**config.mk**
```make
export PLATFORM = sky130hd
export DESIGN_NAME = sburst_sram
export DESIGN_NICKNAME = d
export VERILOG_FILES = /design/src/rtl/sbs_pkg.sv /design/src/rtl/sbs_cycle_decode.sv /design/src/rtl/sbs_burst_ctr.sv /design/src/rtl/sbs_mem_array.sv /design/src/rtl/sbs_read_stage.sv /design/src/rtl/sburst_sram.sv
export SDC_FILE = /design/constraint.sdc
export NUM_CORES = 2
export LEC_CHECK = 0
export BUFFER_PORTS_ARGS = -buffer_cell sky130_fd_sc_hd__buf_2
export CAP_MARGIN = 10
export CORE_MARGIN = 5
export CORE_UTILIZATION = 35
export DETAILED_ROUTE_END_ITERATION = 6
export GPL_ROUTABILITY_DRIVEN = 0
export PLACE_DENSITY = 0.57
export SKIP_LAST_GASP = 1
export SYNTH_ARGS = -nofsm -noshare
export SYNTH_HDL_FRONTEND = slang
export SYNTH_SLANG_ARGS = --single-unit
```
**constraint.sdc**
```tcl
create_clock -name clk -period 3.8 [get_ports clk]
set_input_delay 0.57 -clock clk [delete_from_list [all_inputs] [get_ports clk]]
set_output_delay 0.57 -clock clk [all_outputs]
set_load 0.02 [all_outputs]
```
**src/rtl/sbs_pkg.sv**
```systemverilog
// Package: shared types and burst ordering for the synchronous burst memory.
// Assumes a fixed two-bit burst counter, i.e. bursts of four accesses.
package sbs_pkg;

    localparam int BURST_W = 2;

    // Kind of cycle decoded from the strobes, enables and advance input.
    typedef enum logic [2:0] {
        CYC_DESEL    = 3'd0,
        CYC_BEGIN_RD = 3'd1,
        CYC_BEGIN_WR = 3'd2,
        CYC_CONT     = 3'd3,
        CYC_SUSP     = 3'd4
    } sbs_cyc_e;

    // Low address bits of burst step 'step' from start 'start'.
    function automatic logic [BURST_W-1:0] burst_slot(
        input logic [BURST_W-1:0] start,
        input logic [BURST_W-1:0] step,
        input logic               linear
    );
        logic [BURST_W-1:0] sum;
        sum = start + step;
        return linear ? sum : (start ^ step);
    endfunction

endpackage

```
**src/rtl/sbs_cycle_decode.sv**
```systemverilog
// Module: sbs_cycle_decode
// Combinational decode of one bus cycle: deselect, begin read, begin write,
// continue or suspend. Also yields the per-lane write mask.
// Assumes: the processor strobe is masked by ce1_n; the second and third
// enables matter only on strobe cycles; a processor-started cycle never writes.
module sbs_cycle_decode
    import sbs_pkg::*;
#(
    parameter int LANES = 4
) (
    input  logic             adsp_n_i,
    input  logic             adsc_n_i,
    input  logic             adv_n_i,
    input  logic             ce1_n_i,
    input  logic             ce2_i,
    input  logic             ce3_n_i,
    input  logic             gw_n_i,
    input  logic             bwe_n_i,
    input  logic [LANES-1:0] byte_n_i,
    input  logic             active_i,
    output sbs_cyc_e         cyc_o,
    output logic [LANES-1:0] wr_mask_o,
    output logic             rd_fire_o
);

    logic             sel_full;
    logic             p_taken;
    logic [LANES-1:0] lane_req;
    logic             wr_any;
    logic             is_write;

    assign sel_full = !ce1_n_i && ce2_i && !ce3_n_i;
    assign p_taken  = !adsp_n_i && !ce1_n_i;

    // Per-lane write request: global write or selected byte lane.
    for (genvar g = 0; g < LANES; g++) begin : g_lane_req
        assign lane_req[g] = !gw_n_i || (!bwe_n_i && !byte_n_i[g]);
    end

    assign wr_any = |lane_req;

    // Cycle classification with processor strobe taking priority.
    always_comb begin
        if (p_taken) begin
            cyc_o = sel_full ? CYC_BEGIN_RD : CYC_DESEL;
        end else if (!adsc_n_i) begin
            if (!sel_full)   cyc_o = CYC_DESEL;
            else if (wr_any) cyc_o = CYC_BEGIN_WR;
            else             cyc_o = CYC_BEGIN_RD;
        end else if (active_i) begin
            cyc_o = adv_n_i ? CYC_SUSP : CYC_CONT;
        end else begin
            cyc_o = CYC_DESEL;
        end
    end

    // Read/write direction of the decoded cycle.
    always_comb begin
        unique case (cyc_o)
            CYC_BEGIN_WR:       is_write = 1'b1;
            CYC_CONT, CYC_SUSP: is_write = wr_any;
            default:            is_write = 1'b0;
        endcase
    end

    assign wr_mask_o = is_write ? lane_req : '0;
    assign rd_fire_o = (cyc_o != CYC_DESEL) && !is_write;

endmodule

```
**src/rtl/sbs_burst_ctr.sv**
```systemverilog
// Module: sbs_burst_ctr
// Holds the burst base address and step count, and forms the address the
// current cycle accesses (combinationally, from this cycle's decode).
// Assumes ADDR_W > BURST_W; only the low BURST_W bits move within a burst.
module sbs_burst_ctr
    import sbs_pkg::*;
#(
    parameter int ADDR_W = 6
) (
    input  logic              clk,
    input  logic              rst_n,
    input  logic [ADDR_W-1:0] addr_i,
    input  sbs_cyc_e          cyc_i,
    input  logic              linear_i,
    output logic [ADDR_W-1:0] acc_addr_o,
    output logic              active_o
);

    logic [ADDR_W-1:0]  base_q;
    logic [BURST_W-1:0] cnt_q;
    logic               active_q;
    logic               begin_c;
    logic [ADDR_W-1:0]  eff_base;
    logic [BURST_W-1:0] eff_cnt;

    assign begin_c = (cyc_i == CYC_BEGIN_RD) || (cyc_i == CYC_BEGIN_WR);

    // Effective base and step for this cycle: load, advance or hold.
    always_comb begin
        eff_base = begin_c ? addr_i : base_q;
        if (begin_c)                eff_cnt = '0;
        else if (cyc_i == CYC_CONT) eff_cnt = cnt_q + 1'b1;
        else                        eff_cnt = cnt_q;
    end

    assign acc_addr_o = {eff_base[ADDR_W-1:BURST_W],
                         burst_slot(eff_base[BURST_W-1:0], eff_cnt, linear_i)};
    assign active_o   = active_q;

    // Burst state update; deselect ends the burst, a strobe begins one.
    always_ff @(posedge clk) begin
        if (!rst_n) begin
            base_q   <= '0;
            cnt_q    <= '0;
            active_q <= 1'b0;
        end else if (cyc_i == CYC_DESEL) begin
            active_q <= 1'b0;
        end else begin
            base_q   <= eff_base;
            cnt_q    <= eff_cnt;
            active_q <= 1'b1;
        end
    end

endmodule

```
**src/rtl/sbs_mem_array.sv**
```systemverilog
// Module: sbs_mem_array
// Storage split into byte lanes, each with its own write enable.
// Write is synchronous; read is combinational from a registered address.
// Assumes: storage cells are not reset; contents are defined only once written.
module sbs_mem_array #(
    parameter int ADDR_W = 6,
    parameter int LANES  = 4,
    parameter int LANE_W = 9
) (
    input  logic                    clk,
    input  logic [LANES-1:0]        wr_mask_i,
    input  logic [ADDR_W-1:0]       wr_addr_i,
    input  logic [LANES*LANE_W-1:0] wdata_i,
    input  logic [ADDR_W-1:0]       rd_addr_i,
    output logic [LANES*LANE_W-1:0] rdata_o
);

    localparam int DEPTH = 1 << ADDR_W;

    for (genvar g = 0; g < LANES; g++) begin : g_lane
        logic [LANE_W-1:0] cells [DEPTH];

        // Lane write: store this lane's slice when its mask bit is set.
        always_ff @(posedge clk) begin
            if (wr_mask_i[g]) begin
                cells[wr_addr_i] <= wdata_i[g*LANE_W +: LANE_W];
            end
        end

        assign rdata_o[g*LANE_W +: LANE_W] = cells[rd_addr_i];
    end

endmodule

```
**src/rtl/sbs_read_stage.sv**
```systemverilog
// Module: sbs_read_stage
// Captures the read address at the access edge, then selects flow-through or
// registered output. The drive enable follows the same delay as the data.
// Assumes ft_n_i is static while reads are in flight; oe_n_i only gates.
module sbs_read_stage #(
    parameter int ADDR_W = 6,
    parameter int DATA_W = 36
) (
    input  logic              clk,
    input  logic              rst_n,
    input  logic              rd_fire_i,
    input  logic [ADDR_W-1:0] acc_addr_i,
    input  logic [DATA_W-1:0] mem_rdata_i,
    input  logic              ft_n_i,
    input  logic              oe_n_i,
    output logic [ADDR_W-1:0] rd_addr_o,
    output logic [DATA_W-1:0] dout_o,
    output logic              drv_en_o
);

    logic [ADDR_W-1:0] ra_q;
    logic              rv_q;
    logic [DATA_W-1:0] pd_q;
    logic              pv_q;
    logic              sync_en;
    logic [DATA_W-1:0] stage_data;

    // Access register: address and valid of the read taken at this edge.
    always_ff @(posedge clk) begin
        if (!rst_n) begin
            ra_q <= '0;
            rv_q <= 1'b0;
        end else begin
            rv_q <= rd_fire_i;
            if (rd_fire_i) ra_q <= acc_addr_i;
        end
    end

    // Output register: one-cycle copy of data and valid for registered mode.
    always_ff @(posedge clk) begin
        if (!rst_n) begin
            pd_q <= '0;
            pv_q <= 1'b0;
        end else begin
            pd_q <= mem_rdata_i;
            pv_q <= rv_q;
        end
    end

    assign rd_addr_o  = ra_q;
    assign sync_en    = ft_n_i ? pv_q : rv_q;
    assign stage_data = ft_n_i ? pd_q : mem_rdata_i;
    assign drv_en_o   = sync_en && !oe_n_i;
    assign dout_o     = drv_en_o ? stage_data : '0;

endmodule

```
**src/rtl/sburst_sram.sv**
```systemverilog
// Module: sburst_sram (top)
// Synchronous burst memory: cycle decode, burst counter, byte-lane storage
// and selectable read stage. The bidirectional bus is split into din_i,
// dout_o and drv_en_o. Write data is taken in the write cycle itself.
// Assumes ft_n_i and lin_n_i are mode straps, changed only while deselected.
module sburst_sram
    import sbs_pkg::*;
#(
    parameter int ADDR_W = 6,
    parameter int LANES  = 4,
    parameter int LANE_W = 9
) (
    input  logic                    clk,
    input  logic                    rst_n,
    input  logic [ADDR_W-1:0]       addr_i,
    input  logic                    adsp_n_i,
    input  logic                    adsc_n_i,
    input  logic                    adv_n_i,
    input  logic                    ce1_n_i,
    input  logic                    ce2_i,
    input  logic                    ce3_n_i,
    input  logic                    gw_n_i,
    input  logic                    bwe_n_i,
    input  logic [LANES-1:0]        byte_n_i,
    input  logic                    oe_n_i,
    input  logic                    ft_n_i,
    input  logic                    lin_n_i,
    input  logic [LANES*LANE_W-1:0] din_i,
    output logic [LANES*LANE_W-1:0] dout_o,
    output logic                    drv_en_o
);

    localparam int DATA_W = LANES * LANE_W;

    sbs_cyc_e          cyc;
    logic [LANES-1:0]  wr_mask;
    logic              rd_fire;
    logic              active;
    logic [ADDR_W-1:0] acc_addr;
    logic [ADDR_W-1:0] rd_addr;
    logic [DATA_W-1:0] mem_rdata;

    sbs_cycle_decode #(.LANES(LANES)) u_decode (
        .adsp_n_i (adsp_n_i),
        .adsc_n_i (adsc_n_i),
        .adv_n_i  (adv_n_i),
        .ce1_n_i  (ce1_n_i),
        .ce2_i    (ce2_i),
        .ce3_n_i  (ce3_n_i),
        .gw_n_i   (gw_n_i),
        .bwe_n_i  (bwe_n_i),
        .byte_n_i (byte_n_i),
        .active_i (active),
        .cyc_o    (cyc),
        .wr_mask_o(wr_mask),
        .rd_fire_o(rd_fire)
    );

    sbs_burst_ctr #(.ADDR_W(ADDR_W)) u_burst (
        .clk       (clk),
        .rst_n     (rst_n),
        .addr_i    (addr_i),
        .cyc_i     (cyc),
        .linear_i  (!lin_n_i),
        .acc_addr_o(acc_addr),
        .active_o  (active)
    );

    sbs_mem_array #(.ADDR_W(ADDR_W), .LANES(LANES), .LANE_W(LANE_W)) u_mem (
        .clk      (clk),
        .wr_mask_i(wr_mask),
        .wr_addr_i(acc_addr),
        .wdata_i  (din_i),
        .rd_addr_i(rd_addr),
        .rdata_o  (mem_rdata)
    );

    sbs_read_stage #(.ADDR_W(ADDR_W), .DATA_W(DATA_W)) u_rd (
        .clk        (clk),
        .rst_n      (rst_n),
        .rd_fire_i  (rd_fire),
        .acc_addr_i (acc_addr),
        .mem_rdata_i(mem_rdata),
        .ft_n_i     (ft_n_i),
        .oe_n_i     (oe_n_i),
        .rd_addr_o  (rd_addr),
        .dout_o     (dout_o),
        .drv_en_o   (drv_en_o)
    );

endmodule

```
==> flow_summary.toml <==
[global_routing]
grtUsageTotal = 0.186
grt_pass1_vias = 51100
antenna_found_initial = 24
gr-total-overflow = 0
grt_first_pass_wirelength_um = 370000
grt_max_degree = 69

[clock_network]
htreeDepth = 4
clockBufferDepth = 3
clock-sinks = 2363
cts-root-buf = "clkbuf_16"
cts_tree = "yes"
cts_buffers = 231
insertion_delay_ns = 0.86
cts.clk_slew.worst_paths_ns = 0.06

[logic_synthesis]
ys_seq_area_frac = 0.765
synth.most_common_cell = "edfxtp_1"
postSynthCellCount = 5388
synth_top_family_by_area = "multiplexers"
synth_compound_area_frac = 0.0421
yosys.area.top_type_share = 0.752
ys_types = 54
yosys.area_share.simple = 0.0483
syn_area_mm2 = 0.0920
yosys.area_share.adder = 0.000136
synth_edf_count = 2304
yosys-mux-area-fraction = 0.128
synth.area.top_cells = "edfxtp_1, mux2i_1, nor2_1, a22oi_1, o22ai_1"
synthArstFlopShare = 0
yosys_register_bits = 2363
synth_ff_type = "edfxtp_1"
syn_nets = 5448
synthXorXnorAreaFrac = 0.000381
yosysWarnings = 0
syn_area_per_cell_um2 = 17.1
synth_top_area_cell = "edfxtp_1"
netlist_top_cells_count = "edfxtp_1, mux2i_1, nor2_1"

[pwr]
p_per_area_mw_per_mm2 = 477
p_leak_nw = 34.8
ir_drop_uv = 368

[finish]
seq_area_mm2 = 0.0704
drive_above_1_share = 0.247
final_util = 0.430
n_fill_cell = 23000
multiInputGateArea_mm2 = 0.0219
finish.instance_area_mm2 = 0.113
nNetsFinal = 6204
area_growth_pct = 22.6

[route]
wire_per_inst_um = 26.7
drt_first_pass_iters = 5
routed-via-count = 51900
via_per_inst = 5.27
drt-total-wl_um = 263000
drt_iter0_drc = 5591
antenna_left = 0
drc = 0

[floorplan]
io_pins = 96
die_h_um = 523
core-area_mm2 = 0.262
die_w_um = 523
fp-row-count = 188
initial_core_util = 0.351
dieArea_mm2 = 0.273

[sta]
fin_crit_sh = 1.07
setup_viol = 36
max_freq_mhz = 247
final_hold_viol_count = 0
finalMaxSlewViolations = 0
period_needed_ns = 4.05
worstMarginPinSlew_ns = 1.22
maxSlewHeadroom = 0.187
skew_ns = 0.0262
rsz0062_at_grt = "true"
fin_ws_ns = -0.252

[placement]
dp_hpwl_um = 162000
io_buffers = 95
place_area_mm2 = 0.101

[job]
cap_violations = 0

[critical_path]
cp_max_fo = 14
start_kind = "flip-flop"
critPathKind = "flip-flop to output port"
worst_ep_required_time_ns = 3.23
arrival_ns = 3.48
endpoint_kind = "output port"

[status]
status = "finished with violations"
violations = "negative setup slack"

[hold_path]
hold_class = "input port to flip-flop"
-- cells in the final DEF, fill, tap and decap left out, types with 12 or more instances in the layout --
cell,Yosys,routed
clkinv_2,0,47
mux2i_4,0,17
nand3_1,102,83
buf_6,7,44
clkbuf_1,178,45
a22oi_2,0,24
buf_8,0,12
clkinvlp_4,0,13
mux4_2,61,61
nor3_1,38,17
nand2_2,0,26
bufinv_16,0,27
o21ai_1,4,12
buf_16,0,42
o22ai_2,0,52
o22ai_1,226,171
clkbuf_16,0,243
mux2i_2,0,52
a21oi_1,48,43
o21ai_0,76,61
buf_4,5,609
nor3_2,0,16
nor2b_1,22,15
a22oi_1,199,175
nand4_1,102,102
dfxtp_1,59,53
nor4_2,0,19
buf_2,112,62
nand3_2,0,18
nand2_1,245,209
edfxtp_1,2304,2304
buf_12,0,67
nor2_1,418,412
clkinv_1,0,43
mux2i_1,1039,970
-- flip-flops by register name, indices dropped and copies added (netlist names), named ones only --
register            cells
u_burst.base_q          6
u_rd.pd_q              36
u_rd.rv_q               1
u_burst.active_o        1
u_rd.rd_addr_o          6
u_mem.g_lane.cells   2304
u_rd.pv_q               1
u_burst.cnt_q           2
-- per-stage QoR --
stage	TNS, ns	setup slack [ns]	power [mW]	cells	hold WS [ns]
floorplan	0	0.422	29.9	5388	0.429
global placement	0	0.145	31.1	9243	0.462
detailed placement	0	0.138	31.2	9243	0.463
CTS	-8.24	-0.285	54.1	9798	0.0108
global route	-9.30	-0.342	55.3	9857	0.0771
finish	-5.53	-0.252	53.8	9864	0.0856
-- worst paths after layout --
path / cells past startpoint / start / to / slack, ns
worst max-delay path: 11 / flip-flop / dout_o[7] / -0.25
worst min-delay path: 4 / addr_i[0] / u_burst.base_q[0] / 0.09
worst max register to register: 11 / u_burst.active_o / u_mem.g_lane[1].cells[44][7] / 0.70
worst min register to register: 1 / u_rd.rv_q / u_rd.pv_q / 0.48
-- cell type report --
type,count,area share
Tap cell,3515,0.0390
Clock buffer,285,0.0542
Antenna cell,9,0.000200
Clock inverter,144,0.0129
Multi-Input combinational cell,2692,0.194
Sequential cell,2363,0.624
Timing Repair Buffer,852,0.0753
Inverter,4,0.000133
-- kinds of logic (layout without fill, tap and decap cells) --
| family | after synthesis | in the layout |
|---|---|---|
| simple gates | 995 | 996 |
| other cells | 0 | 9 |
| xor+xnor | 4 | 4 |
| flops | 2363 | 2363 |
| compound gates | 590 | 590 |
| fa+ha+maj | 1 | 1 |
| mux | 1101 | 1101 |
| buf+inv | 334 | 1285 |
-- metal layers --
| layer | wire length, um | vias up | share of wire | GRT usage |
|---|---|---|---|---|
| met5 | 61 | - | 0.00023 | 0 |
| met2 | 128000 | 1951 | 0.49 | 0.310 |
| li1 | - | 22800 | - | - |
| met4 | 7080 | 8 | 0.027 | 0.0507 |
| met3 | 18800 | 371 | 0.072 | 0.0317 |
| met1 | 109000 | 26800 | 0.41 | 0.252 |
-- timing repair --
item,in CTS,in global routing
cloned,29,8
setup endpoints to repair,36,36
hold buffers,1,0
hold endpoints to repair,2,0
resized for setup,358,162
pin swaps,104,90
buffers inserted,96,52
-- worst max-delay path: stages (launching register included) --
cell and delay (ns):
dfxtp_4 0.38, buf_12 0.13, buf_12 0.18, buf_6 0.18, mux2i_2 0.23, nor2_1 0.10, nor4_4 0.29, buf_4 0.18
nand4_1 0.34, nand2_4 0.24, o22ai_2 0.12, buf_6 0.19
-- where the power goes --
| part | switching (mW) | total [mW] | internal, mW |
|---|---|---|---|
| sequential | 0.0268 | 28.7 | 28.6 |
| clock | 9.71 | 22.9 | 13.2 |
| combinational | 1.58 | 2.19 | 0.602 |
Note: power is estimated with default switching activity, not from simulation.
